--- src/rtl/rssi_det_pkg.sv ---
package rssi_det_pkg;
  localparam int NPATH = 4;
  localparam int THR_W = 16;
  localparam int DUR_W = 8;
  localparam int AVG_W = 5;

  typedef enum logic {ST_IDLE = 1'b0, ST_BUSY = 1'b1} det_state_t;

  typedef struct packed {
    logic             clear;
    logic [NPATH-1:0] mask;
    logic [THR_W-1:0] thr_busy;
    logic [THR_W-1:0] thr_idle;
    logic [AVG_W-1:0] avg_len;
    logic [DUR_W-1:0] run_busy;
    logic [DUR_W-1:0] run_idle;
  } det_cfg_t;

  function automatic logic [DUR_W-1:0] run_min1(input logic [DUR_W-1:0] v);
    return (v == '0) ? DUR_W'(1) : v;
  endfunction

  function automatic logic [DUR_W-1:0] sat_inc(input logic [DUR_W-1:0] v);
    return (v == '1) ? v : v + 1'b1;
  endfunction
endpackage

--- src/rtl/rssi_det_regs.sv ---
module rssi_det_regs
  import rssi_det_pkg::*;
(
  input  logic        clk,
  input  logic        rst,
  input  logic        wr_en,
  input  logic [1:0]  addr,
  input  logic [31:0] wdata,
  output logic [31:0] rdata,
  output det_cfg_t    cfg
);
  always_ff @(posedge clk) begin
    if (rst) begin
      cfg <= '0;
    end else if (wr_en) begin
      case (addr)
        2'd0: begin
          cfg.clear <= wdata[31];
          cfg.mask  <= wdata[NPATH-1:0];
        end
        2'd1: begin
          cfg.thr_busy <= wdata[31:16];
          cfg.thr_idle <= wdata[15:0];
        end
        2'd2: begin
          cfg.avg_len  <= wdata[16 +: AVG_W];
          cfg.run_busy <= wdata[15:8];
          cfg.run_idle <= wdata[7:0];
        end
        default: ;
      endcase
    end
  end

  always_ff @(posedge clk) begin
    if (rst) begin
      rdata <= '0;
    end else begin
      rdata <= '0;
      case (addr)
        2'd0: begin
          rdata[31]        <= cfg.clear;
          rdata[NPATH-1:0] <= cfg.mask;
        end
        2'd1: rdata <= {cfg.thr_busy, cfg.thr_idle};
        2'd2: begin
          rdata[16 +: AVG_W] <= cfg.avg_len;
          rdata[15:8]        <= cfg.run_busy;
          rdata[7:0]         <= cfg.run_idle;
        end
        default: ;
      endcase
    end
  end
endmodule

--- src/rtl/rssi_det_window.sv ---
module rssi_det_window #(
  parameter int RSSI_W  = 10,
  parameter int WIN_MAX = 16,
  parameter int LEN_W   = $clog2(WIN_MAX + 1),
  parameter int SUM_W   = RSSI_W + $clog2(WIN_MAX)
) (
  input  logic              clk,
  input  logic              rst,
  input  logic              clear,
  input  logic              valid,
  input  logic [RSSI_W-1:0] sample,
  input  logic [LEN_W-1:0]  len,
  output logic [SUM_W-1:0]  sum
);
  localparam int HIST = WIN_MAX - 1;

  logic [RSSI_W-1:0] hist [HIST];

  always_ff @(posedge clk) begin
    if (rst || clear) begin
      for (int i = 0; i < HIST; i++) hist[i] <= '0;
    end else if (valid) begin
      hist[0] <= sample;
      for (int i = 1; i < HIST; i++) hist[i] <= hist[i-1];
    end
  end

  // Energy over the newest len taps, the incoming sample being tap 0.
  always_comb begin
    sum = SUM_W'(sample);
    for (int i = 1; i < WIN_MAX; i++) begin
      if (i < int'(len)) sum = sum + SUM_W'(hist[i-1]);
    end
  end
endmodule

--- src/rtl/rssi_det_fsm.sv ---
module rssi_det_fsm
  import rssi_det_pkg::*;
#(
  parameter int SUM_W = 14
) (
  input  logic                        clk,
  input  logic                        rst,
  input  logic                        clear,
  input  logic                        valid,
  input  logic [NPATH-1:0]            mask,
  input  logic [NPATH-1:0][SUM_W-1:0] sums,
  input  logic [THR_W-1:0]            thr_busy,
  input  logic [THR_W-1:0]            thr_idle,
  input  logic [DUR_W-1:0]            run_busy,
  input  logic [DUR_W-1:0]            run_idle,
  output logic                        det_pulse,
  output logic                        busy_q
);
  localparam int CMP_W = (SUM_W > THR_W) ? SUM_W : THR_W;

  det_state_t              st, st_n;
  logic [NPATH-1:0][DUR_W-1:0] bcnt, bcnt_n;
  logic [DUR_W-1:0]        icnt, icnt_n;
  logic [NPATH-1:0]        above, below;
  logic                    fire;
  logic [DUR_W-1:0]        nb, ni;

  assign nb = run_min1(run_busy);
  assign ni = run_min1(run_idle);

  for (genvar p = 0; p < NPATH; p++) begin : g_cmp
    assign above[p] = CMP_W'(sums[p]) > CMP_W'(thr_busy);
    assign below[p] = CMP_W'(sums[p]) < CMP_W'(thr_idle);
  end

  always_comb begin
    st_n   = st;
    bcnt_n = bcnt;
    icnt_n = icnt;
    fire   = 1'b0;
    if (valid) begin
      if (st == ST_IDLE) begin
        for (int p = 0; p < NPATH; p++) begin
          bcnt_n[p] = (mask[p] || !above[p]) ? '0 : sat_inc(bcnt[p]);
          if (!mask[p] && bcnt_n[p] >= nb) fire = 1'b1;
        end
        if (fire) begin
          st_n   = ST_BUSY;
          bcnt_n = '0;
          icnt_n = '0;
        end
      end else begin
        icnt_n = (&(below | mask)) ? sat_inc(icnt) : '0;
        if (icnt_n >= ni) begin
          st_n   = ST_IDLE;
          icnt_n = '0;
          bcnt_n = '0;
        end
      end
    end
  end

  always_ff @(posedge clk) begin
    if (rst || clear) begin
      st        <= ST_IDLE;
      bcnt      <= '0;
      icnt      <= '0;
      det_pulse <= 1'b0;
    end else begin
      st        <= st_n;
      bcnt      <= bcnt_n;
      icnt      <= icnt_n;
      det_pulse <= fire;
    end
  end

  assign busy_q = (st == ST_BUSY);
endmodule

--- src/rtl/rssi_energy_detect.sv ---
module rssi_energy_detect
  import rssi_det_pkg::*;
#(
  parameter int RSSI_W  = 10,
  parameter int WIN_MAX = 16
) (
  input  logic              clk,
  input  logic              rst,
  input  logic              reg_wr_en,
  input  logic [1:0]        reg_addr,
  input  logic [31:0]       reg_wdata,
  output logic [31:0]       reg_rdata,
  input  logic              rssi_valid,
  input  logic [RSSI_W-1:0] rssi_a,
  input  logic [RSSI_W-1:0] rssi_b,
  input  logic [RSSI_W-1:0] rssi_c,
  input  logic [RSSI_W-1:0] rssi_d,
  output logic              det_pulse
);
  localparam int LEN_W = $clog2(WIN_MAX + 1);
  localparam int SUM_W = RSSI_W + $clog2(WIN_MAX);

  det_cfg_t                    cfg;
  logic [LEN_W-1:0]            len;
  logic [NPATH-1:0][RSSI_W-1:0] samp;
  logic [NPATH-1:0][SUM_W-1:0]  sums;
  logic                        clear;
  logic [NPATH-1:0]            mask;
  logic                        busy_q;
  logic                        acc_valid;

  assign clear     = cfg.clear;
  assign mask      = cfg.mask;
  assign acc_valid = rssi_valid && !clear;
  assign samp      = {rssi_d, rssi_c, rssi_b, rssi_a};

  always_comb begin
    if (cfg.avg_len == '0)               len = LEN_W'(1);
    else if (int'(cfg.avg_len) > WIN_MAX) len = LEN_W'(WIN_MAX);
    else                                 len = LEN_W'(cfg.avg_len);
  end

  rssi_det_regs u_regs (
    .clk   (clk),
    .rst   (rst),
    .wr_en (reg_wr_en),
    .addr  (reg_addr),
    .wdata (reg_wdata),
    .rdata (reg_rdata),
    .cfg   (cfg)
  );

  for (genvar p = 0; p < NPATH; p++) begin : g_path
    rssi_det_window #(
      .RSSI_W  (RSSI_W),
      .WIN_MAX (WIN_MAX),
      .LEN_W   (LEN_W),
      .SUM_W   (SUM_W)
    ) u_win (
      .clk    (clk),
      .rst    (rst),
      .clear  (clear),
      .valid  (acc_valid),
      .sample (samp[p]),
      .len    (len),
      .sum    (sums[p])
    );
  end

  rssi_det_fsm #(.SUM_W(SUM_W)) u_fsm (
    .clk       (clk),
    .rst       (rst),
    .clear     (clear),
    .valid     (acc_valid),
    .mask      (mask),
    .sums      (sums),
    .thr_busy  (cfg.thr_busy),
    .thr_idle  (cfg.thr_idle),
    .run_busy  (cfg.run_busy),
    .run_idle  (cfg.run_idle),
    .det_pulse (det_pulse),
    .busy_q    (busy_q)
  );
endmodule

--- config.mk ---
export PLATFORM = sky130hd
export DESIGN_NAME = rssi_energy_detect
export DESIGN_NICKNAME = d
export VERILOG_FILES = /design/src/rtl/rssi_det_pkg.sv /design/src/rtl/rssi_det_regs.sv /design/src/rtl/rssi_det_window.sv /design/src/rtl/rssi_det_fsm.sv /design/src/rtl/rssi_energy_detect.sv
export SDC_FILE = /design/constraint.sdc
export NUM_CORES = 2
export LEC_CHECK = 0
export ABC_AREA = 0
export BUFFER_PORTS_ARGS = -buffer_cell sky130_fd_sc_hd__buf_4
export CAP_MARGIN = 30
export CORE_UTILIZATION = 65
export DETAILED_ROUTE_END_ITERATION = 8
export PLACE_DENSITY = 0.92
export SLEW_MARGIN = 20
export SYNTH_ARGS = -nofsm -noshare
export SYNTH_HDL_FRONTEND = slang
export SYNTH_SLANG_ARGS = --single-unit
export TNS_END_PERCENT = 20
--- constraint.sdc ---
create_clock -name clk -period 22.5 [get_ports clk]
set_input_delay 2.25 -clock clk [delete_from_list [all_inputs] [get_ports clk]]
set_output_delay 2.25 -clock clk [all_outputs]
set_load 0.02 [all_outputs]
==> metrics.txt <==
vias in the first global route=between 50k and 60k; pre-CTS setup slack=-145 ps; layout cells sized above 1=7.83%; slowest CP cell=or3_1; Hold Fails Final Rpt=0; Max Fanout on Critical Path=31; Leakage=approximately 0.032 uW; Final HPWL DP=approximately 120000 um; endpoints failing setup=0; WL/cell=19.6 um; max incr delay on CP=approximately 400 ps; busiest grt layer=met2; Post-synth EDFFs=600; Post-Syn Area=around 0.066 mm2; CTS Buf Count=slightly below 90; GRT met2 Usage=a little under three fifths; CTS clk-pin slew, worst paths=approximately 60 ps; distinct cell type count after synthesis=97; nets=around 8.4k; final wirelength=175000 um; worst hold path type=reg -> reg; core area=about 0.10 mm2; synthesized instance count=approximately 7.5k; final clock skew=24.9 ps; # hold bufs at CTS=0; met3 global-route usage=under 10%; CP Launch Type=input port; share of the synthesized area in the top cell type=a little over a quarter; first-pass GRT wire length=roughly 280000 um; DRT antenna net count=0; Synth area leader=edfxtp_1; count of final max-slew check failures=0; H-tree depth=3; IO Count=approximately 110; min setup slack post-route=about 920 ps; gpl congestion=0.919; max_slew headroom=about 29%; Syn Nets=8443; Pwr Density=91.4 mW/mm2; Worst-Skew Late Latency=approximately 700 ps; fin crit share=a little over nine tenths; DR vias=57.2k; post-synthesis sequential area ratio=31.2%; critical path data required time=~23000 ps; top achievable clock speed=approximately 0.046 GHz; Tot GR Track Use=32.8%; pin count of the biggest net entering global routing=roughly 250; die span in x=321 um; minimum clock period=21580 ps; Async SR Flop Fraction=0%; max cap viols=0; DRC Markers=0; GRT overflow=0; clock root buffer=clkbuf_16; DRT Pass-1 Iters=6; Area growth, synth to finish=8.61%; grt met1 use=40.3%; Slew @ Worst Pin=about 1100 ps; outcome=completed; initial antenna violation count=1; clock sink total=around 730; n_diodes=0; Crit path top cell by count=ha_1; CTS tree=built; synthesized flop and latch total=between 700 and 800; Max VDD drop=about 0.088 mV; Ys Warns=0; Final TNS setup=0 ps; Crit path max-delay family=compound AO/OA/AOI/OAI gates; syn_area_per_cell=between 8 and 9 um2; Main synth FF type=edfxtp_1; WP data arrival=between 20000 and 25000 ps; I/O Buffers=110; Via density=between 6 and 7; Starting Density=65.9%; starting DRC count in detailed routing=5393; CP Class=in -> reg; Worst setup EP type=flop; clk buf depth=3; largest cells by area after synthesis=edfxtp_1 27%, ha_1 14%, xnor2_1 4.6%; Die ar.=a little over 0.1 mm2; Buf/Inv on CP=5; die height=about 320 um; Site Rows=~120
==> path summary, 6_finish.rpt <==
path	startpoint	end	slack, ps	cells after the start
max	rssi_c[0]	u_fsm.bcnt[29]	920	106
min	u_regs.cfg[26]	u_regs.cfg[26]	470	2
max reg2reg	u_regs.cfg[17]	u_fsm.bcnt[29]	1510	99
min reg2reg	u_regs.cfg[26]	u_regs.cfg[26]	470	2
==> synth_stat cells, drive strengths merged, types with 36 or more instances <==
cell,number
ha,766
nand2,632
edfxtp,600
a21oi,589
nor2,564
o21ai,477
inv,437
and3,403
xnor2,357
and2,249
clkbuf,242
a21o,189
nor2b,161
xor2,148
dfxtp,132
nand2b,131
mux2,116
nand3,116
o21a,114
nor3,106
o21bai,83
mux2i,73
a31oi,66
fa,60
o211ai,60
a22oi,55
buf,54
a211oi,52
or3,48
a21boi,39
o31ai,37
or2,36
==> area by class of cell <==
class                           instances  area, um2
Sequential cell                       732      20700
Tap cell                             1357       1700
Clock buffer                          112       2460
Inverter                              437       1640
Fill cell                            6922      28600
Timing Repair Buffer                  188       1600
Multi-Input combinational cell       6074      43400
Clock inverter                         43        526
==> power breakdown <==
group	internal [uW]	switching [uW]
clock	907	609
combinational	1480	1980
sequential	1560	51.8
total	3950	2640
==> sequential cells by signal (all words and copies together) (netlist names) <==
| signal | flops |
|---|---|
| g_path.u_win.hist | 600 |
| u_fsm.bcnt | 32 |
| u_fsm.busy_q | 1 |
| u_fsm.det_pulse | 1 |
| u_fsm.icnt | 8 |
| u_regs.cfg | 58 |
| u_regs.rdata | 32 |
==> per-stage QoR <==
step	util [%]	hold WS [ps]	power (uW)	instance area (um2)	std cells
finish	71.6	474	6580	72000	8943
global route	71.6	502	7010	72000	8943
CTS	71.0	471	6460	71400	8924
detailed placement	68.0	463	4910	68400	8769
global placement	67.9	457	4710	68300	8764
floorplan	-	439	4230	66300	7539
==> per-layer routing <==
| metal | wire length (um) | part of all wire (%) | vias to the layer above |
|---|---|---|---|
| met5 | 0 | 0 | - |
| met4 | 7250 | 4.1 | 0 |
| met3 | 12300 | 7.0 | 480 |
| met2 | 86000 | 49 | 2470 |
| met1 | 69900 | 40 | 27000 |
| li1 | - | - | 27200 |
==> kinds of logic after synthesis <==
| family | Yosys count | share of synthesized area (%) |
|---|---|---|
| flip-flops | 732 | 31.2 |
| buffers and inverters | 733 | 4.18 |
| adder cells (fa/ha/maj) | 834 | 16.4 |
| XOR/XNOR | 514 | 7.07 |
| AND/OR/NAND/NOR | 2566 | 19.5 |
| AO/OA/AOI/OAI | 1971 | 18.6 |
| multiplexers | 189 | 3.07 |
==> worst min-delay path, delay by kind of cell (launching register included) <==
kind             cells  cell delay, ps
AO/OA/AOI/OAI        1              50
AND/OR/NAND/NOR      1              50
flip-flops           1             320
==> layout by cell type (no fill, tap or decap), types with 24 or more instances in the layout <==
cell type  instances
o21ai_1           70
and3_1           403
inv_1            435
a211oi_1          48
mux2i_1           72
nor3_1           104
a21boi_0          27
o21ai_0          404
a41oi_1           24
mux2_2           113
o21bai_1          83
a22oi_1           53
fa_1              59
nor2b_1          160
o211ai_1          60
or2_2             32
nand4_1           27
or3_1             46
a21oi_2           26
nand2_1          630
o21a_1           114
dfxtp_1          131
nand2b_1         130
clkbuf_16         94
and2_1           248
a31oi_1           57
a21oi_1          560
buf_4            174
edfxtp_1         600
ha_1             761
xnor2_1          345
nor2_1           557
nand3_1          116
xor2_1           145
a21o_1           186
o31ai_1           35
==> what timing repair did <==
| action | 4_1_cts | 5_1_grt |
|---|---|---|
| endpoints found under the setup margin | 0 | 42 |
| gates resized for setup | 0 | 100 |
| setup buffers | 0 | 16 |
(Power assumes the default switching activity.)
